===== src/rtl/bsm_pkg.sv =====
package bsm_pkg;
  localparam int DEF_SLICE_W = 2;
  localparam int DEF_N_TILES = 4;
  localparam int DEF_STATE_W = 5;
  localparam int DEF_PMV_W   = 16;

  // width of one table entry: partial vector plus one pointer per slice value
  function automatic int entry_width(input int pmv_w, input int slice_w, input int state_w);
    return pmv_w + (1 << slice_w) * state_w;
  endfunction
endpackage


===== src/rtl/bsm_tile.sv =====
module bsm_tile #(
  parameter int SLICE_W = bsm_pkg::DEF_SLICE_W,
  parameter int STATE_W = bsm_pkg::DEF_STATE_W,
  parameter int PMV_W   = bsm_pkg::DEF_PMV_W,
  localparam int N_STATES = 1 << STATE_W,
  localparam int ENTRY_W  = bsm_pkg::entry_width(PMV_W, SLICE_W, STATE_W)
) (
  input  logic               clk,
  input  logic               rst,
  input  logic               step_en,
  input  logic [SLICE_W-1:0] slice,
  input  logic               wr_en,
  input  logic [STATE_W-1:0] wr_addr,
  input  logic [ENTRY_W-1:0] wr_data,
  output logic [STATE_W-1:0] state_o,
  output logic [PMV_W-1:0]   pmv_o
);
  logic [ENTRY_W-1:0] table_q [N_STATES];
  logic [STATE_W-1:0] state_q;
  logic [PMV_W-1:0]   pmv_q;
  logic [STATE_W-1:0] next_state;
  logic [PMV_W-1:0]   next_pmv;

  // table storage: write port only, no reset, so it can map to RAM
  always_ff @(posedge clk) begin
    if (wr_en) table_q[wr_addr] <= wr_data;
  end

  // transition lookup and partial vector of the state reached
  always_comb begin
    next_state = table_q[state_q][PMV_W + int'(slice) * STATE_W +: STATE_W];
    next_pmv   = table_q[next_state][PMV_W-1:0];
  end

  always_ff @(posedge clk) begin
    if (rst) begin
      state_q <= '0;
      pmv_q   <= '0;
    end else if (step_en) begin
      state_q <= next_state;
      pmv_q   <= next_pmv;
    end
  end

  assign state_o = state_q;
  assign pmv_o   = pmv_q;
endmodule


===== src/rtl/bsm_combine.sv =====
module bsm_combine #(
  parameter int N_TILES = bsm_pkg::DEF_N_TILES,
  parameter int PMV_W   = bsm_pkg::DEF_PMV_W
) (
  input  logic                     clk,
  input  logic                     rst,
  input  logic                     slot_valid,
  input  logic [N_TILES*PMV_W-1:0] pmv_flat,
  output logic                     out_valid,
  output logic [PMV_W-1:0]         out_match
);
  logic [PMV_W-1:0] chain [N_TILES+1];

  assign chain[0] = '1;
  for (genvar t = 0; t < N_TILES; t++) begin : g_and
    assign chain[t+1] = chain[t] & pmv_flat[t*PMV_W +: PMV_W];
  end

  always_ff @(posedge clk) begin
    if (rst) begin
      out_valid <= 1'b0;
      out_match <= '0;
    end else begin
      out_valid <= slot_valid;
      out_match <= slot_valid ? chain[N_TILES] : '0;
    end
  end
endmodule


===== src/rtl/bitsplit_match_engine.sv =====
module bitsplit_match_engine #(
  parameter int SLICE_W = bsm_pkg::DEF_SLICE_W,
  parameter int N_TILES = bsm_pkg::DEF_N_TILES,
  parameter int STATE_W = bsm_pkg::DEF_STATE_W,
  parameter int PMV_W   = bsm_pkg::DEF_PMV_W,
  localparam int BYTE_W  = SLICE_W * N_TILES,
  localparam int TILE_IW = (N_TILES > 1) ? $clog2(N_TILES) : 1,
  localparam int ENTRY_W = bsm_pkg::entry_width(PMV_W, SLICE_W, STATE_W)
) (
  input  logic               clk,
  input  logic               rst,
  input  logic               in_valid,
  input  logic [BYTE_W-1:0]  in_byte,
  input  logic               cfg_we,
  input  logic [TILE_IW-1:0] cfg_tile,
  input  logic [STATE_W-1:0] cfg_addr,
  input  logic [ENTRY_W-1:0] cfg_data,
  output logic               out_valid,
  output logic [PMV_W-1:0]   out_match
);
  logic [N_TILES-1:0]         tile_we;
  logic [N_TILES*STATE_W-1:0] st_all;
  logic [N_TILES*PMV_W-1:0]   pmv_all;
  logic                       slot_valid;

  // one byte per cycle; the tile stage result is valid one edge later
  always_ff @(posedge clk) begin
    if (rst) slot_valid <= 1'b0;
    else     slot_valid <= in_valid;
  end

  for (genvar t = 0; t < N_TILES; t++) begin : g_tile
    assign tile_we[t] = cfg_we && (cfg_tile == TILE_IW'(t));

    bsm_tile #(
      .SLICE_W(SLICE_W),
      .STATE_W(STATE_W),
      .PMV_W  (PMV_W)
    ) u_tile (
      .clk    (clk),
      .rst    (rst),
      .step_en(in_valid),
      .slice  (in_byte[t*SLICE_W +: SLICE_W]),
      .wr_en  (tile_we[t]),
      .wr_addr(cfg_addr),
      .wr_data(cfg_data),
      .state_o(st_all[t*STATE_W +: STATE_W]),
      .pmv_o  (pmv_all[t*PMV_W +: PMV_W])
    );
  end

  bsm_combine #(
    .N_TILES(N_TILES),
    .PMV_W  (PMV_W)
  ) u_combine (
    .clk       (clk),
    .rst       (rst),
    .slot_valid(slot_valid),
    .pmv_flat  (pmv_all),
    .out_valid (out_valid),
    .out_match (out_match)
  );
endmodule


===== config.mk =====
export PLATFORM = sky130hd
export DESIGN_NAME = bitsplit_match_engine
export DESIGN_NICKNAME = d
export VERILOG_FILES = /design/src/rtl/bsm_pkg.sv /design/src/rtl/bsm_tile.sv /design/src/rtl/bsm_combine.sv /design/src/rtl/bitsplit_match_engine.sv
export SDC_FILE = /design/constraint.sdc
export NUM_CORES = 2
export LEC_CHECK = 0
export CORE_ASPECT_RATIO = 2
export CORE_MARGIN = 10
export CORE_UTILIZATION = 60
export CTS_BUF_LIST = sky130_fd_sc_hd__clkbuf_8
export DETAILED_ROUTE_END_ITERATION = 8
export GPL_TIMING_DRIVEN = 1
export PLACE_DENSITY = 0.76
export SLEW_MARGIN = 20
export SYNTH_ARGS = -nofsm -noshare
export SYNTH_HDL_FRONTEND = slang
export SYNTH_HIERARCHICAL = 1
export SYNTH_MEMORY_MAX_BITS = 65536
export SYNTH_SLANG_ARGS = --single-unit

===== constraint.sdc =====
create_clock -name clk -period 6 [get_ports clk]
set_input_delay 1.2 -clock clk [delete_from_list [all_inputs] [get_ports clk]]
set_output_delay 1.2 -clock clk [all_outputs]
set_load 0.01 [all_outputs]

# [Word-level counts from Yosys, hierarchy flattened]
# Memory sizes are Yosys's and may differ from the RTL's. A register that Yosys moved wholly into a read port is not among the register bits.
# Index checks and enable logic that the tools add are counted.
[op_classes] addsub=4 mul=4 eq_ne=3 n_shift=4 n_mux=16 n_bitwise=4 n_reduce_logical=6
[op_table] op="$shiftx A36 B32 Y5" n=4
[op_table] op="$add A6 B32 Y32 const A" n=4
[op_table] op="$and A16 B16 Y16" n=3
[op_table] op="$mux W5" n=8
[op_table] op="$mul A2 B3 Y5 const B" n=4
[op_table] op="$mux W1" n=8
[op_table] op="$eq A2 B2 Y1 const B" n=2
[op_table] op="$logic_and A1 B1 Y1" n=4
[op_table] op="$eq A2 B1 Y1 const B" n=1
[op_table] op="$logic_not A2 Y1" n=1
[op_table] op="$reduce_or A2 Y1" n=1
[op_table] op="$not A1 Y1" n=1
[totals] reg_bits=38 ramBits=4608 in_bits=55 output_inout_bits=17 word_cells=52 memories=4
[memory_table] memory="g_tile[0].u_tile.table_q" depth=32 word_bits=36 rd=2 rd_clocked_by_memory_dff=2 write_ports=1 line_no="bsm_tile.sv:18" text="logic [ENTRY_W-1:0] table_q [N_STATES];"
[memory_table] memory="g_tile[1].u_tile.table_q" depth=32 word_bits=36 rd=2 rd_clocked_by_memory_dff=2 write_ports=1 line_no="bsm_tile.sv:18"
[memory_table] memory="g_tile[2].u_tile.table_q" depth=32 word_bits=36 rd=2 rd_clocked_by_memory_dff=2 write_ports=1 line_no="bsm_tile.sv:18"
[memory_table] memory="g_tile[3].u_tile.table_q" depth=32 word_bits=36 rd=2 rd_clocked_by_memory_dff=2 write_ports=1 line_no="bsm_tile.sv:18"

# [Longest topological paths before layout]
[logic_depth] word_depth=5 mapped_depth=17 ltp_nobuf=10

# [Modules after synthesis]
# The synthesis kept the hierarchy.
[by_module_without_submodules] module="bsm_tile" instances=4 cells_each=2362 area_each_um2=45452.3 seq_area_each_um2=35113.7
[by_module_without_submodules] module="bsm_combine" instances=1 cells_each=53 area_each_um2=540.5 seq_area_each_um2=340.3
[by_module_without_submodules] module="bitsplit_match_engine" instances=1 cells_each=6 area_each_um2=63.8 seq_area_each_um2=20.0

# [Worst setup path before layout]
# No wires, ideal clock.
[synth_timing] path_kind="in2reg" start="input port cfg_tile[0]" end="memory g_tile[0].u_tile/table_q[12][0] (netlist bit), enable pin" setup_time_ns=0.429 t_arrival_ns=3.610 required_ns=5.571 path_slack_ns=1.961 cell_stages=4 path_cell_list="nor3b_2 > or3b_2 > clkbuf_1 > nor2_1"
[synth_via] elab_chain_len=4
[synth_lines] item="from (decl)" line_no="bitsplit_match_engine.sv:15" text="input logic [TILE_IW-1:0] cfg_tile,"
[synth_lines] item="$logic_not A2 Y1" line_no="bitsplit_match_engine.sv:33" text="assign tile_we[t] = cfg_we && (cfg_tile == TILE_IW'(t));"
[synth_lines] item="$logic_and A1 B1 Y1" line_no="bitsplit_match_engine.sv:33"
[synth_lines] item="$mux W1" line_no="bsm_tile.sv:26" text="if (wr_en) table_q[wr_addr] <= wr_data;"
[synth_lines] item="$mux W1 (not written as such)" line_no="bsm_tile.sv:26"
[synth_lines] item="to (decl)" line_no="bsm_tile.sv:18"
# Every way passes these cells.

==> out/results.ini <==
[grt]
grt_pass1_wl_um = 710000
track_usage_pct = 30.0
grt-ovfl-total = 0
grt_pass1_vias = 101864
antenna_found_initial = 32
grt_max_degree = 129

[power]
power.density_nw_per_um2 = 337
p_seq_share_pct = 54.4
p_comb_share_pct = 12.3
netSwitchingFraction_pct = 25.7
internal_power_mw = 50.7
leakage_nw = 64.1
ir_drop_mv = 0.222
clock_power_share_pct = 33.3
switching_power_mw = 17.5

[route]
wl_per_cell_um = 34.1
drtIter0Drc = 12894
drt-total-wl_um = 499000
via_per_inst = 6.79
drt_pre_antenna_iters = 6
drc = 0
vias = 99397
ant_nets = 0

[logic_synthesis]
netlist_area_um2 = 182000
avgSynthCellArea_um2 = 19.2
synth-edff-count = 4608
yosysUniqueCellTypes = 75
ys_ff_latch = 4730
synthAdderAreaFrac_pct = 0
synth_xor_xnor_area_share_pct = 0
synthesis.nets = 9562
yosys_warnings = 6
synth-simple-area-share_pct = 4.17
synth_compound_area_share_pct = 4.82
synth_top_family_by_area = multiplexers
yosysSeqAreaShare_pct = 77.2
synthArstFlopShare_pct = 0
yosys_most_used_dff = edfxtp_1
synthMuxAreaShare_pct = 12.1
syn_inst = 9507

[timing]
finalSetupTns_ns = 0
finClkSkew_ns = 0.0604
post-route-period-util_pct = 93.2
slew_viol_final = 0
relSlewSlack_pct = 21.6
tightest_slew_ns = 1.18
fmaxAchievable_mhz = 179
hold_violations = 0
rsz0062_at_grt = false
setup_viol = 0
min_period_ns = 5.59
timing.hold.ws_ns = 0.456

[clock_tree]
htreeDepth = 6
insertion_delay_ns = 1.10
cts_max_path_buffers = 4
ctsHoldBuffers = 0
cts_num_sinks = 4730
root_buffer = clkbuf_8
path_clk_slew_ns = 0.07
cts_tree = yes
cts_setup_buffers = 0
cts_buffers = 603
ctsResizeCount = 0

[layout]
area_growth_pct = 10.7
stdcell_area_um2 = 202000
final_nets = 10180
final_util_pct = 66.6
drive_gt1_share_pct = 21.6

[die]
start_util_pct = 60.2
die_w_um = 410
io_pins = 72
rows = 286
die_h_um = 800
dieArea_um2 = 328000
coreArea_um2 = 303000

[critical_path]
end_kind = flip-flop
crit_type = reg -> reg
r2r_cells = 9
cp.required_ns = 6.92
critPathCapture = g_tile[2].u_tile/pmv_o[5]
critPathArrivalTime_ns = 6.51
path_max_fanout = 33
rrSetupSlack_ns = 0.41
startpoint_type = flip-flop
r2r_end = g_tile[2].u_tile/pmv_o[5]

[placed_design]
hpwl_um = 304000
place_area_um2 = 190000
place.gp.congestion = 0.920
io_buffers = 71

[worst_hold_path]
hold_path.class = in -> reg

[outcome]
status = completed

[flow_run]
maxCapViolations = 0

## layout by cell type (no fill, tap or decap), types with 60 or more instances in the layout
cell type,count
a211oi_1,112
nand2_1,784
nand4_1,60
o21ai_0,96
and2_1,72
a21oi_1,88
nand3_1,124
edfxtp_1,4608
nor2_1,219
nor2_4,128
mux2_2,92
mux4_2,680
clkinv_1,120
dfxtp_1,110
a31oi_1,152
o22ai_1,268
inv_1,207
buf_12,66
buf_4,426
mux2i_1,560
clkinv_2,86
clkbuf_8,637
## state kept, by name (all words and copies together), names as in the netlist, named ones only
| name | flops |
|---|---|
| u_combine/out_match | 16 |
| g_tile.u_tile/pmv_o | 64 |
| g_tile.u_tile/state_o | 20 |
| slot_valid | 1 |
| g_tile.u_tile/table_q | 4608 |
| u_combine/out_valid | 1 |
## stage by stage
stage               total power [mW]  instances  worst slack (ns)
CTS                             68.2      14626             0.577
global placement                45.8      13551             0.475
detailed placement              46.0      13551             0.404
finish                          68.1      14644             0.406
floorplan                       42.7       9507              1.96
global route                    70.0      14630             0.420
## per-layer routing
metal	track usage [%]	vias up	routed length (um)
met5	0	-	69
met4	22.5	12	45500
met3	5.85	1932	45900
met2	52.3	6535	257000
met1	32.3	50800	151000
li1	-	40118	-
## cells by family (layout without fill, tap and decap cells)
group | after synthesis | after routing
flops | 4730 | 4730
simple gates | 1638 | 1638
mux | 1336 | 1336
compound gates | 1236 | 1236
buf+inv | 567 | 1655
other cells | 0 | 17
## cell type report
class	instances	area [um2]
flip-flops and latches	4730	141000
fillers	19023	101000
multi-input cells	4210	39500
clock buffers	637	8770
well taps	4032	5040
repair buffers	527	4880
clock inverters	438	2650
inverters	53	199
diodes	17	42.5
## synth_stat cells (36+ instances only)
master    count  share of area [%]
a211oi_1    112               0.46
a21oi_1      88               0.24
a22oi_1      44               0.18
a31oi_1     152               0.52
a32oi_1      40               0.19
a41oi_1      56               0.27
and2_1       72               0.25
buf_1        36              0.074
buf_2       148               0.41
buf_4        96               0.40
buf_6        58               0.36
clkbuf_1    172               0.35
dfxtp_1     122                1.3
edfxtp_1   4608                 76
inv_1        45              0.093
mux2_2       92               0.57
mux2i_1     560                3.1
mux4_2      680                8.4
nand2_1     784                1.6
nand3_1     124               0.34
nand4_1      60               0.21
nor2_1      348               0.72
nor2b_1      41               0.14
o211ai_1     36               0.15
o21ai_0      96               0.26
o21bai_1     48               0.20
o221ai_1     48               0.23
o22ai_1     268               0.92
## how the worst min path moves through the flow
stage / cells past startpoint / to / startpoint
after global placement: 2 / g_tile[1].u_tile/state_o[4] / g_tile[1].u_tile/state_o[4]
after global routing: 1 / g_tile[3].u_tile/table_q[9][3] / cfg_data[3]
after floorplan: 2 / u_combine/out_match[10] / g_tile[1].u_tile/pmv_o[10]
final: 1 / g_tile[3].u_tile/table_q[9][3] / cfg_data[3]
after CTS: 1 / g_tile[3].u_tile/table_q[0][3] / cfg_data[3]
after detailed placement: 2 / flip-flop / g_tile[1].u_tile/state_o[2]
## critical path, cell delays in order, from the launching register on
cell	delay, ns
dfxtp_4	0.85
mux4_2	0.60
nor2b_1	0.14
a211oi_1	0.66
or4_1	0.23
nand4_2	0.49
a21boi_4	0.95
a221oi_1	0.28
a22oi_1	0.90
a41oi_1	0.20
## power groups by stage
stage | Combinational [mW] | Clock (mW) | Sequential (mW)
3_5_place_dp | 8.26 | 0 | 37.8
4_1_cts | 8.29 | 22.9 | 37.1
2_1_floorplan | 5.46 | 0 | 37.3
3_3_place_gp | 8.07 | 0 | 37.8
5_1_grt | 8.75 | 24.2 | 37.1
6_report | 8.38 | 22.7 | 37.1
(Power assumes the default switching activity.)
